==> config.mk <==
export PLATFORM = sky130hd
export DESIGN_NAME = audio_serial_rx
export DESIGN_NICKNAME = d
export VERILOG_FILES = /design/src/rtl/asrx_pkg.sv /design/src/rtl/asrx_ctrl.sv /design/src/rtl/asrx_dpath.sv /design/src/rtl/audio_serial_rx.sv
export SDC_FILE = /design/constraint.sdc
export NUM_CORES = 1
export LEC_CHECK = 0
export BUFFER_PORTS_ARGS = -buffer_cell sky130_fd_sc_hd__buf_4
export CAP_MARGIN = 0
export CORE_AREA = 4 4 155 157
export DETAILED_ROUTE_END_ITERATION = 8
export DIE_AREA = 0 0 159 161
export GPL_TIMING_DRIVEN = 0
export PLACE_DENSITY_LB_ADDON = 0.05
export SYNTH_ARGS = -nofsm -noshare
export SYNTH_HDL_FRONTEND = slang
export SYNTH_SLANG_ARGS = --single-unit
==> constraint.sdc <==
create_clock -name clk -period 8.9 [get_ports clk]
set_input_delay 0.89 -clock clk [delete_from_list [all_inputs] [get_ports clk]]
set_output_delay 0.89 -clock clk [all_outputs]
set_load 0.05 [all_outputs]
==> src/rtl/asrx_pkg.sv <==
package asrx_pkg;

  typedef enum logic [2:0] {
    FMT_I2S   = 3'b000,
    FMT_LSB16 = 3'b001,
    FMT_LSB18 = 3'b010,
    FMT_LSB20 = 3'b011,
    FMT_MSBJ  = 3'b100
  } fmt_e;

  localparam int LEN16 = 16;
  localparam int LEN18 = 18;
  localparam int LEN20 = 20;

  // Strobes from control to datapath, valid in the cycle a bit-clock rise is seen.
  typedef struct packed {
    logic bitStrobe;   // rising bit-clock edge detected
    logic bitVal;      // data bit sampled at that edge
    logic wordStart;   // word select changed at this edge
    logic wordEnd;     // a complete word (after arming) finishes here
    logic endRight;    // the finishing word belonged to the right channel
    fmt_e endFmt;      // format the finishing word was received with
    logic msbWrite;    // store bitVal into the MSB-first word
  } strobe_t;

endpackage

==> src/rtl/asrx_ctrl.sv <==
module asrx_ctrl
  import asrx_pkg::*;
#(
  parameter int SAMPLE_W    = 20,
  parameter int SYNC_STAGES = 2,
  parameter int SLOT_W      = 6,
  localparam int IDX_W      = $clog2(SAMPLE_W)
) (
  input  logic             clk,
  input  logic             rstN,
  input  logic             bitClkIn,
  input  logic             wordSelIn,
  input  logic             dataIn,
  input  logic [2:0]       fmtSel,
  output strobe_t          strb,
  output logic [IDX_W-1:0] msbIdx
);

  localparam logic [SLOT_W-1:0] SLOT_MAX = '1;
  localparam logic [SLOT_W-1:0] WLIM     = SLOT_W'(SAMPLE_W);

  logic [SYNC_STAGES-1:0][2:0] syncPipe;
  logic bclkS, wsS, dataS, bclkPrev;
  logic wsPrev, armed;
  logic [SLOT_W-1:0] slotCnt, curSlot, pos;
  fmt_e wordFmt, newFmt;
  logic rise, boundary, isI2s, isMsbj, posOk;

  always_ff @(posedge clk) begin
    if (!rstN) begin
      syncPipe <= '0;
      bclkPrev <= 1'b0;
    end else begin
      syncPipe <= {syncPipe[SYNC_STAGES-2:0], {bitClkIn, wordSelIn, dataIn}};
      bclkPrev <= bclkS;
    end
  end

  assign {bclkS, wsS, dataS} = syncPipe[SYNC_STAGES-1];

  function automatic fmt_e decodeFmt(input logic [2:0] code);
    case (code)
      3'b001:  return FMT_LSB16;
      3'b010:  return FMT_LSB18;
      3'b011:  return FMT_LSB20;
      3'b100:  return FMT_MSBJ;
      default: return FMT_I2S;
    endcase
  endfunction

  always_comb begin
    rise     = bclkS & ~bclkPrev;
    boundary = rise & (wsS != wsPrev);
    if (boundary)               curSlot = '0;
    else if (slotCnt == SLOT_MAX) curSlot = SLOT_MAX;
    else                        curSlot = slotCnt + SLOT_W'(1);
    newFmt = boundary ? decodeFmt(fmtSel) : wordFmt;
    isI2s  = (newFmt == FMT_I2S);
    isMsbj = (newFmt == FMT_MSBJ);
    pos    = curSlot - SLOT_W'(isI2s);
    posOk  = (isI2s ? (curSlot != '0) : isMsbj) && (pos < WLIM);
    msbIdx = IDX_W'(WLIM - SLOT_W'(1) - pos);

    strb.bitStrobe = rise;
    strb.bitVal    = dataS;
    strb.wordStart = boundary;
    strb.wordEnd   = boundary & armed;
    strb.endRight  = wsPrev;
    strb.endFmt    = wordFmt;
    strb.msbWrite  = rise & posOk;
  end

  always_ff @(posedge clk) begin
    if (!rstN) begin
      wsPrev  <= 1'b0;
      armed   <= 1'b0;
      slotCnt <= '0;
      wordFmt <= FMT_I2S;
    end else if (rise) begin
      wsPrev  <= wsS;
      slotCnt <= curSlot;
      if (boundary) begin
        armed   <= 1'b1;
        wordFmt <= newFmt;
      end
    end
  end

  // slot counting restarts at every word boundary
  a_r2_slot_restart: assert property (@(posedge clk) disable iff (!rstN)
    strb.wordStart |=> (slotCnt == '0));

  // the word format only moves at a word boundary
  a_r11_fmt_hold: assert property (@(posedge clk) disable iff (!rstN)
    !strb.wordStart |=> $stable(wordFmt));

  // two bit-clock rises are never seen in consecutive cycles
  a_r8_edge_spacing: assert property (@(posedge clk) disable iff (!rstN)
    strb.bitStrobe |=> !strb.bitStrobe);

endmodule

==> src/rtl/asrx_dpath.sv <==
module asrx_dpath
  import asrx_pkg::*;
#(
  parameter int SAMPLE_W = 20,
  localparam int IDX_W   = $clog2(SAMPLE_W)
) (
  input  logic                clk,
  input  logic                rstN,
  input  strobe_t             strb,
  input  logic [IDX_W-1:0]    msbIdx,
  output logic [SAMPLE_W-1:0] leftOut,
  output logic [SAMPLE_W-1:0] rightOut,
  output logic                sampleValid
);

  logic [SAMPLE_W-1:0] msbWord, msbNext, lsbShift, leftHold, doneWord;
  logic leftHave;

  always_comb begin
    case (strb.endFmt)
      FMT_LSB16: doneWord = lsbShift << (SAMPLE_W - LEN16);
      FMT_LSB18: doneWord = lsbShift << (SAMPLE_W - LEN18);
      FMT_LSB20: doneWord = lsbShift << (SAMPLE_W - LEN20);
      default:   doneWord = msbWord;
    endcase
    msbNext = strb.wordStart ? '0 : msbWord;
    if (strb.msbWrite) msbNext[msbIdx] = strb.bitVal;
  end

  always_ff @(posedge clk) begin
    if (!rstN) begin
      msbWord     <= '0;
      lsbShift    <= '0;
      leftHold    <= '0;
      leftHave    <= 1'b0;
      leftOut     <= '0;
      rightOut    <= '0;
      sampleValid <= 1'b0;
    end else begin
      sampleValid <= 1'b0;
      msbWord     <= msbNext;
      if (strb.bitStrobe) lsbShift <= {lsbShift[SAMPLE_W-2:0], strb.bitVal};
      if (strb.wordEnd) begin
        if (!strb.endRight) begin
          leftHold <= doneWord;
          leftHave <= 1'b1;
        end else if (leftHave) begin
          leftOut     <= leftHold;
          rightOut    <= doneWord;
          sampleValid <= 1'b1;
          leftHave    <= 1'b0;
        end
      end
    end
  end

  // strobe lasts one cycle
  a_r8_valid_single: assert property (@(posedge clk) disable iff (!rstN)
    sampleValid |=> !sampleValid);

  // outputs move only together with the strobe
  a_r12_left_hold: assert property (@(posedge clk) disable iff (!rstN)
    !$stable(leftOut) |-> sampleValid);
  a_r12_right_hold: assert property (@(posedge clk) disable iff (!rstN)
    !$stable(rightOut) |-> sampleValid);

  // control never addresses a bit outside the sample field
  a_r10_idx_range: assert property (@(posedge clk) disable iff (!rstN)
    strb.msbWrite |-> (int'(msbIdx) < SAMPLE_W));

endmodule

==> src/rtl/audio_serial_rx.sv <==
module audio_serial_rx
  import asrx_pkg::*;
#(
  parameter int SAMPLE_W    = 20,
  parameter int SYNC_STAGES = 2,
  parameter int SLOT_W      = 6
) (
  input  logic                clk,
  input  logic                rstN,
  input  logic                bitClkIn,
  input  logic                wordSelIn,
  input  logic                dataIn,
  input  logic [2:0]          fmtSel,
  output logic [SAMPLE_W-1:0] leftOut,
  output logic [SAMPLE_W-1:0] rightOut,
  output logic                sampleValid
);

  localparam int IDX_W = $clog2(SAMPLE_W);

  strobe_t          strb;
  logic [IDX_W-1:0] msbIdx;

  asrx_ctrl #(
    .SAMPLE_W(SAMPLE_W), .SYNC_STAGES(SYNC_STAGES), .SLOT_W(SLOT_W)
  ) i_ctrl (
    .clk(clk), .rstN(rstN), .bitClkIn(bitClkIn), .wordSelIn(wordSelIn),
    .dataIn(dataIn), .fmtSel(fmtSel), .strb(strb), .msbIdx(msbIdx)
  );

  asrx_dpath #(.SAMPLE_W(SAMPLE_W)) i_dpath (
    .clk(clk), .rstN(rstN), .strb(strb), .msbIdx(msbIdx),
    .leftOut(leftOut), .rightOut(rightOut), .sampleValid(sampleValid)
  );

endmodule

== Word level (Yosys, flattened, before mapping) ==
Index checks and enable logic that the tools add are counted.
Widths: inputs -> output; s select.
Storage, ports and cells
  register bits: 120
  input bits: 8
  output and inout port bits: 41
  logic and storage cells: 57
Operators by class
  add/sub/neg operators: 3
  magnitude comparators: 3
  equality and inequality tests: 10
  muxes and demuxes: 13
  bitwise gates (word level): 6
  reduce and logical (&&, ||, !) cells: 8
Operator list (number)
  $pmux 20 s3: 1
  $mux 20: 2
  $bwmux 20: 1
  $eq 3x2->1 const B: 4
  $mux 6: 2
  $pmux 3 s4: 1
  $add 6x1->6 const B: 1
  $eq 3x1->1 const B: 2
  $eq 3x3->1 const B: 2
  $eq 6x6->1 const B: 1
  $lt 5x6->1 const B: 1
  $lt 6x5->1 const B: 1
  $reduce_and 3->1: 2
  $reduce_bool 6->1: 1
  $sub 6x1->6: 1
  $demux 1 s5: 1
  $ge 5x1->1 const B: 1
  $sub 5x5->5 const A: 1
  $and 1x1->1: 4
  $mux 1: 4
  $reduce_and 2->1: 2
  $logic_not 3->1: 1
  $mux 3: 1
  $logic_and 1x1->1: 2
  2 further kinds: 3

== Longest topological paths before layout ==
  depth in word-level cells: 13
  gate-level depth with buffers: 17
  mapped depth without buffers: 16

== Hierarchy ==
From an unflattened synthesis, not the netlist that was laid out.
Second synthesis, totals
  cell total of the unflattened synthesis: 628
  area total of the unflattened synthesis: 5510.3 um^2
Modules (own cells, without submodules)
  asrx_dpath: instances 1, cells each 490, area an instance 4346.7 um^2, sequential area each 2042.0 um^2
  asrx_ctrl: instances 1, cells each 138, area an instance 1163.6 um^2, sequential area each 360.3 um^2

== Worst setup path before layout ==
No wires, ideal clock.
  path type: input-to-reg
  start: input fmtSel[1]
  end: register i_dpath.msbWord[12]
  library setup time: 0.132 ns
  data arrival time: 3.186 ns
  data required time: 8.768 ns
  path slack: 5.582 ns
  cell stages on the path: 15
  path buffers: 0
  cell sequence: o21a_1 -> o211ai_1 -> o21ai_0 -> ha_1 -> ha_1 -> inv_1 -> xnor2_1 -> ha_1 -> inv_1 -> a211oi_1 -> mux2i_1 -> o21ai_1 -> a32o_1 -> nand3_1 -> mux2i_1
Between the ends
  word-level cells in the longest chain between the ends: 12
  elaborated cells on any way between the ends: 21
  those cells by class: add/sub: 2; order compare: 3; eq/ne: 5; mux: 7; bitwise: 1; reduce/logical: 3
RTL lines
  start: declaration: line audio_serial_rx.sv:13  | input logic [2:0] fmtSel,
  $eq 3x3->1 (tied with other cells): line asrx_ctrl.sv:42  | case (code)
  $pmux 3 s4 *: line asrx_ctrl.sv:42
  $mux 3 *: line asrx_ctrl.sv:57  | newFmt = boundary ? decodeFmt(fmtSel) : wordFmt;
  $logic_not 3->1: line asrx_ctrl.sv:58  | isI2s = (newFmt == FMT_I2S);
  $sub 6x1->6: line asrx_ctrl.sv:60  | pos = curSlot - SLOT_W'(isI2s);
  $sub 5x5->5: line asrx_ctrl.sv:62  | msbIdx = IDX_W'(WLIM - SLOT_W'(1) - pos);
  $lt 5x6->1 (implied by the code) or $ge 5x1->1 (tied branches): line asrx_dpath.sv:27  | if (strb.msbWrite) msbNext[msbIdx] = strb.bitVal;
  $logic_and 1x1->1 (implied by the code): line asrx_dpath.sv:27
  $mux 1 (implied by the code): line asrx_dpath.sv:27
  $demux 1 s5
  $bwmux 20: line asrx_dpath.sv:27
  $mux 20 *: line asrx_dpath.sv:27
  end signal: assignment: line asrx_dpath.sv:41  | msbWord <= msbNext;
  end: declaration: line asrx_dpath.sv:16  | logic [SAMPLE_W-1:0] msbWord, msbNext, lsbShift, leftHold, doneWord;
Every way passes the cells marked *; elsewhere a longest branch is shown, timed or not.
A chain may end at the register's enable or synchronous reset.

== Worst setup path after layout ==
  start: register i_ctrl.syncPipe, in the netlist i_ctrl.bclkS
  end: register i_dpath.msbWord[6]
Between the ends
  word-level cells in the longest chain between the ends: 12
  elaborated cells on any way between the ends: 21
  those cells by class: add/sub: 2; order compare: 3; eq/ne: 1; mux: 8; bitwise: 3; reduce/logical: 4
RTL lines
  start: declaration: line asrx_ctrl.sv:22  | logic [SYNC_STAGES-1:0][2:0] syncPipe;
  start signal: assignment: line asrx_ctrl.sv:34  | syncPipe <= {syncPipe[SYNC_STAGES-2:0], {bitClkIn, wordSelIn, dataIn}};
  $and 1x1->1 *: line asrx_ctrl.sv:52  | rise = bclkS & ~bclkPrev;
  $and 1x1->1: line asrx_ctrl.sv:53  | boundary = rise & (wsS != wsPrev);
  $mux 3: line asrx_ctrl.sv:57
  $logic_not 3->1: line asrx_ctrl.sv:58
  $sub 6x1->6: line asrx_ctrl.sv:60
  $sub 5x5->5: line asrx_ctrl.sv:62
  $lt 5x6->1 (implied by the code) or $ge 5x1->1 (tied branches): line asrx_dpath.sv:27
  $logic_and 1x1->1 (implied by the code): line asrx_dpath.sv:27
  $mux 1 (implied by the code): line asrx_dpath.sv:27
  $demux 1 s5
  $bwmux 20: line asrx_dpath.sv:27
  $mux 20 *: line asrx_dpath.sv:27
Marked as above.

==> flow_summary.yaml <==
logic_synthesis:
  synth_compound_area_frac: 0.2216
  yosys_warnings: 0
  synth_fa_ha_area_frac: 0.008919
  synth_edf_count: 0
  yosysUniqueCellTypes: 52
  synth_fp_nets: 687
  netlist_instances: 675
  ys_seq_area_frac: 0.4281
  ys_ff_latch: 120
  synth_mux_area_frac: 0.07625
  synth-simple-area-share: 0.2190
  syn-cell-area_sq_mm: 0.005612
  synth-xor-area-share: 0.01249
  synth_top_family_by_area: "compound AO/OA/AOI/OAI gates"
  ys_dominant_reg_cell: "dfxtp_1"
  async_flop_share: 0
  syn_avg_cell_area_sq_um: 8.314
critical_path:
  reg2reg_depth: 17
  worst_path_max_delay_cell: "clkbuf_1"
  cp-end-kind: "flop"
  r2r_start: "i_ctrl.bclkS$_SDFF_PN0_"
  cp-start-kind: "flop"
  crit_path_max_fanout: 10
  arrival_ns: 4.41
  path_common_cell: "ha_1"
  crit_path_cell_trace: "nor2b_1 > clkbuf_1 > nand2_1 > clkbuf_1 > nand2_1 > ha_1 > ha_1 > inv_1 > xnor2_1 > ha_1 > nor2_1 > a21boi_0 > mux2i_1 > o21ai_1 > a32o_1 > nand3_1 > mux2i_1"
  cp.required_ns: 9.18
  slowest_delay_ns: 0.44
  r2r_slack_ns: 4.77
  r2r-end: "i_dpath.msbWord[6]$_SDFF_PN0_"
  path_class: "flop to flop"
global_route:
  use_met1: 0.1866
  grt_use_met3: 0.03036
  grt_pass1_vias: 4832
  grt_overflow: 0
  grt_max_degree: 17
  global_route.usage.total: 0.1376
  grt_first_pass_wirelength_mm: 27.52
  grt.met2_usage: 0.2217
  antenna_found_initial: 1
  busiest_layer: "met2"
finish:
  final_common_cell: "nand2_1"
  nFillCells: 2394
  layout-drive-gt1-share: 0.1430
  layout_common_cells: "nand2_1 (209), dfxtp_1 (120), a21boi_1 (48), buf_4 (48), clkbuf_1 (46)"
  area_delta_synth_final_pct: 22.85
  finish.utilization: 0.3064
  antenna_cells: 0
  fin_nets: 754
worst_hold_path:
  hp-start: "i_ctrl.syncPipe[0]$_SDFF_PN0_"
  min_path_cells: 1
  min-delay-path-class: "flop to flop"
  worstHoldEndpoint: "i_ctrl.strb[7]$_SDFF_PN0_"
die:
  core_sq_mm: 0.02250
  die-area_sq_mm: 0.02560
  rows: 55
  die_x_microns: 159
  floorplan.die.height_microns: 161
  start_util: 0.2494
  io_pins: 49
detailed_routing:
  vias: 4811
  routed_wl_mm: 17.28
  viasPerCell: 4.626
  drc: 0
  final_antenna_net_count: 0
  wl_per_cell_microns: 16.61
  drt_iter0_markers: 242
  firstDrtPassIters: 5
clock_tree:
  hold_buffers: 0
  cts_tree: "built"
  htree_levels: 4
  clkLatencyLatePin_ns: 0.41
  clock_path_buffers: 2
  path_clk_slew_ns: 0.06
  post_cts_buffers: 0
  postCtsResizedCells: 0
  cts_inserted_buffers: 17
  clock_sinks: 120
  clock-root-buffer: "clkbuf_16"
sta:
  fin_tns_setup_ns: 0
  whs_ns: 0.4359
  report.final.setup_viol: 0
  rsz0062_at_grt: "false"
  layout_min_cycle_time_ns: 4.133
  finalHoldViolations: 0
  worst_slew_pin_slew_ns: 0.6664
  relSlewSlack: 0.5541
  period_share: 0.4644
  slew_violations: 0
  fin_skew_ns: 0.01104
  worst_slack_ns: 4.767
  fmaxAchievable_mhz: 241.9
power:
  leakagePower_nw: 2.596
  ir_worst_vdd_mv: 0.09515
  power_density_mw_per_mm2: 182.3
place:
  gp_routability_congestion: 0.7830
  dp_slack_ns: 4.692
  post-dp-hpwl_mm: 13.10
  portBuffers: 48
flow_run:
  max_cap_violations: 0
run_status:
  status: "completed"
-- how the worst max path moves through the flow --
stage / to / slack [ns] / from
CTS: i_dpath.msbWord[6]$_SDFF_PN0_ / 4.66 / i_ctrl.bclkS$_SDFF_PN0_
finish: i_dpath.msbWord[6]$_SDFF_PN0_ / 4.77 / i_ctrl.bclkS$_SDFF_PN0_
global placement: i_dpath.msbWord[6]$_SDFF_PN0_ / 4.67 / i_ctrl.bclkS$_SDFF_PN0_
detailed placement: i_dpath.msbWord[6]$_SDFF_PN0_ / 4.69 / i_ctrl.bclkS$_SDFF_PN0_
floorplan: i_dpath.msbWord[12]$_SDFF_PN0_ / 5.58 / fmtSel[1]
global route: i_dpath.msbWord[13]$_SDFF_PN0_ / 4.38 / i_ctrl.bclkS$_SDFF_PN0_
-- layout make-up --
class,count,area [sq um],share of cell area
clock buffer,19,442.9,0.06425
inverter,3,11.26,0.001633
sequential,120,2402,0.3485
tap,285,356.6,0.05172
timing repair buffer,48,360.3,0.05227
clock inverter,13,122.6,0.01779
buffer,47,177.7,0.02577
multi-input combinational,505,3020,0.4381
-- synthesized netlist by cell type (2+ instances only) --
cell / instances / share of area
inv_1: 3 / 0.0020
nand4_1: 3 / 0.0033
a32oi_1: 4 / 0.0062
o21ai_0: 23 / 0.021
a21boi_0: 33 / 0.044
ha_1: 4 / 0.0089
a22oi_1: 18 / 0.024
o21ai_1: 2 / 0.0018
xnor2_1: 6 / 0.0094
nand2b_1: 2 / 0.0022
nor3_1: 3 / 0.0027
o21a_1: 2 / 0.0027
a21oi_1: 18 / 0.016
nor2_1: 10 / 0.0067
mux2i_1: 21 / 0.037
mux2_2: 18 / 0.036
nand3_1: 12 / 0.011
clkbuf_1: 45 / 0.030
and2_1: 12 / 0.013
nor2b_1: 21 / 0.023
nand3b_1: 2 / 0.0027
xor2_1: 2 / 0.0031
a21boi_1: 48 / 0.064
o211a_1: 8 / 0.014
dfxtp_1: 120 / 0.43
nand2_1: 209 / 0.14
-- per-stage QoR --
step / instance area, sq um / instances / power [mW]
2_1_floorplan: 5612 / 675 / 0.5907
3_3_place_gp: 6329 / 1008 / 0.6105
3_5_place_dp: 6329 / 1008 / 0.6108
4_1_cts: 6894 / 1040 / 1.276
5_1_grt: 6894 / 1040 / 1.308
6_report: 6894 / 1040 / 1.257
-- layer usage --
layer / part of all wire / vias to the layer above
met2: 0.45 / 91
met4: 0.0062 / 0
met3: 0.042 / 6
met1: 0.50 / 2258
met5: 0 / -
li1: - / 2456
-- report_power, final --
group / internal [mW] / leakage [nW] / total (mW) / switching (mW)
clock network: 0.394 / 0.278 / 0.660 / 0.266
logic: 0.0208 / 1.35 / 0.0570 / 0.0362
registers: 0.539 / 0.968 / 0.541 / 0.00137
-- cells by family (layout without fill, tap and decap cells) --
family	Yosys count	after routing
AOI/OAI and AO/OA	171	171
adders and majority gates	4	4
buffers and inverters	50	130
muxes	40	40
DFF	120	120
xor gates and xnor gates	8	8
and+or+nand+nor	282	282
-- registers in the layout, summed over array words and instances, names as in the netlist --
signal / flops
i_dpath.leftOut: 20
i_ctrl.syncPipe: 4
i_dpath.sampleValid: 1
i_ctrl.wordFmt: 3
i_dpath.lsbShift: 20
i_dpath.msbWord: 20
i_ctrl.armed: 1
i_ctrl.bclkPrev: 1
i_ctrl.bclkS: 1
i_ctrl.slotCnt: 6
i_ctrl.wsPrev: 1
i_dpath.leftHold: 20
i_ctrl.strb: 1
i_dpath.rightOut: 20
i_dpath.leftHave: 1
-- critical path, delay by kind of cell (launching register included) --
kind	cells	cell delay (ns)
compound gates	3	0.64
xor+xnor	1	0.14
fa+ha+maj	3	0.77
buf+inv	3	0.90
flops	1	0.35
mux	2	0.25
simple gates	5	0.95
Note: power is estimated with default switching activity, not from simulation.
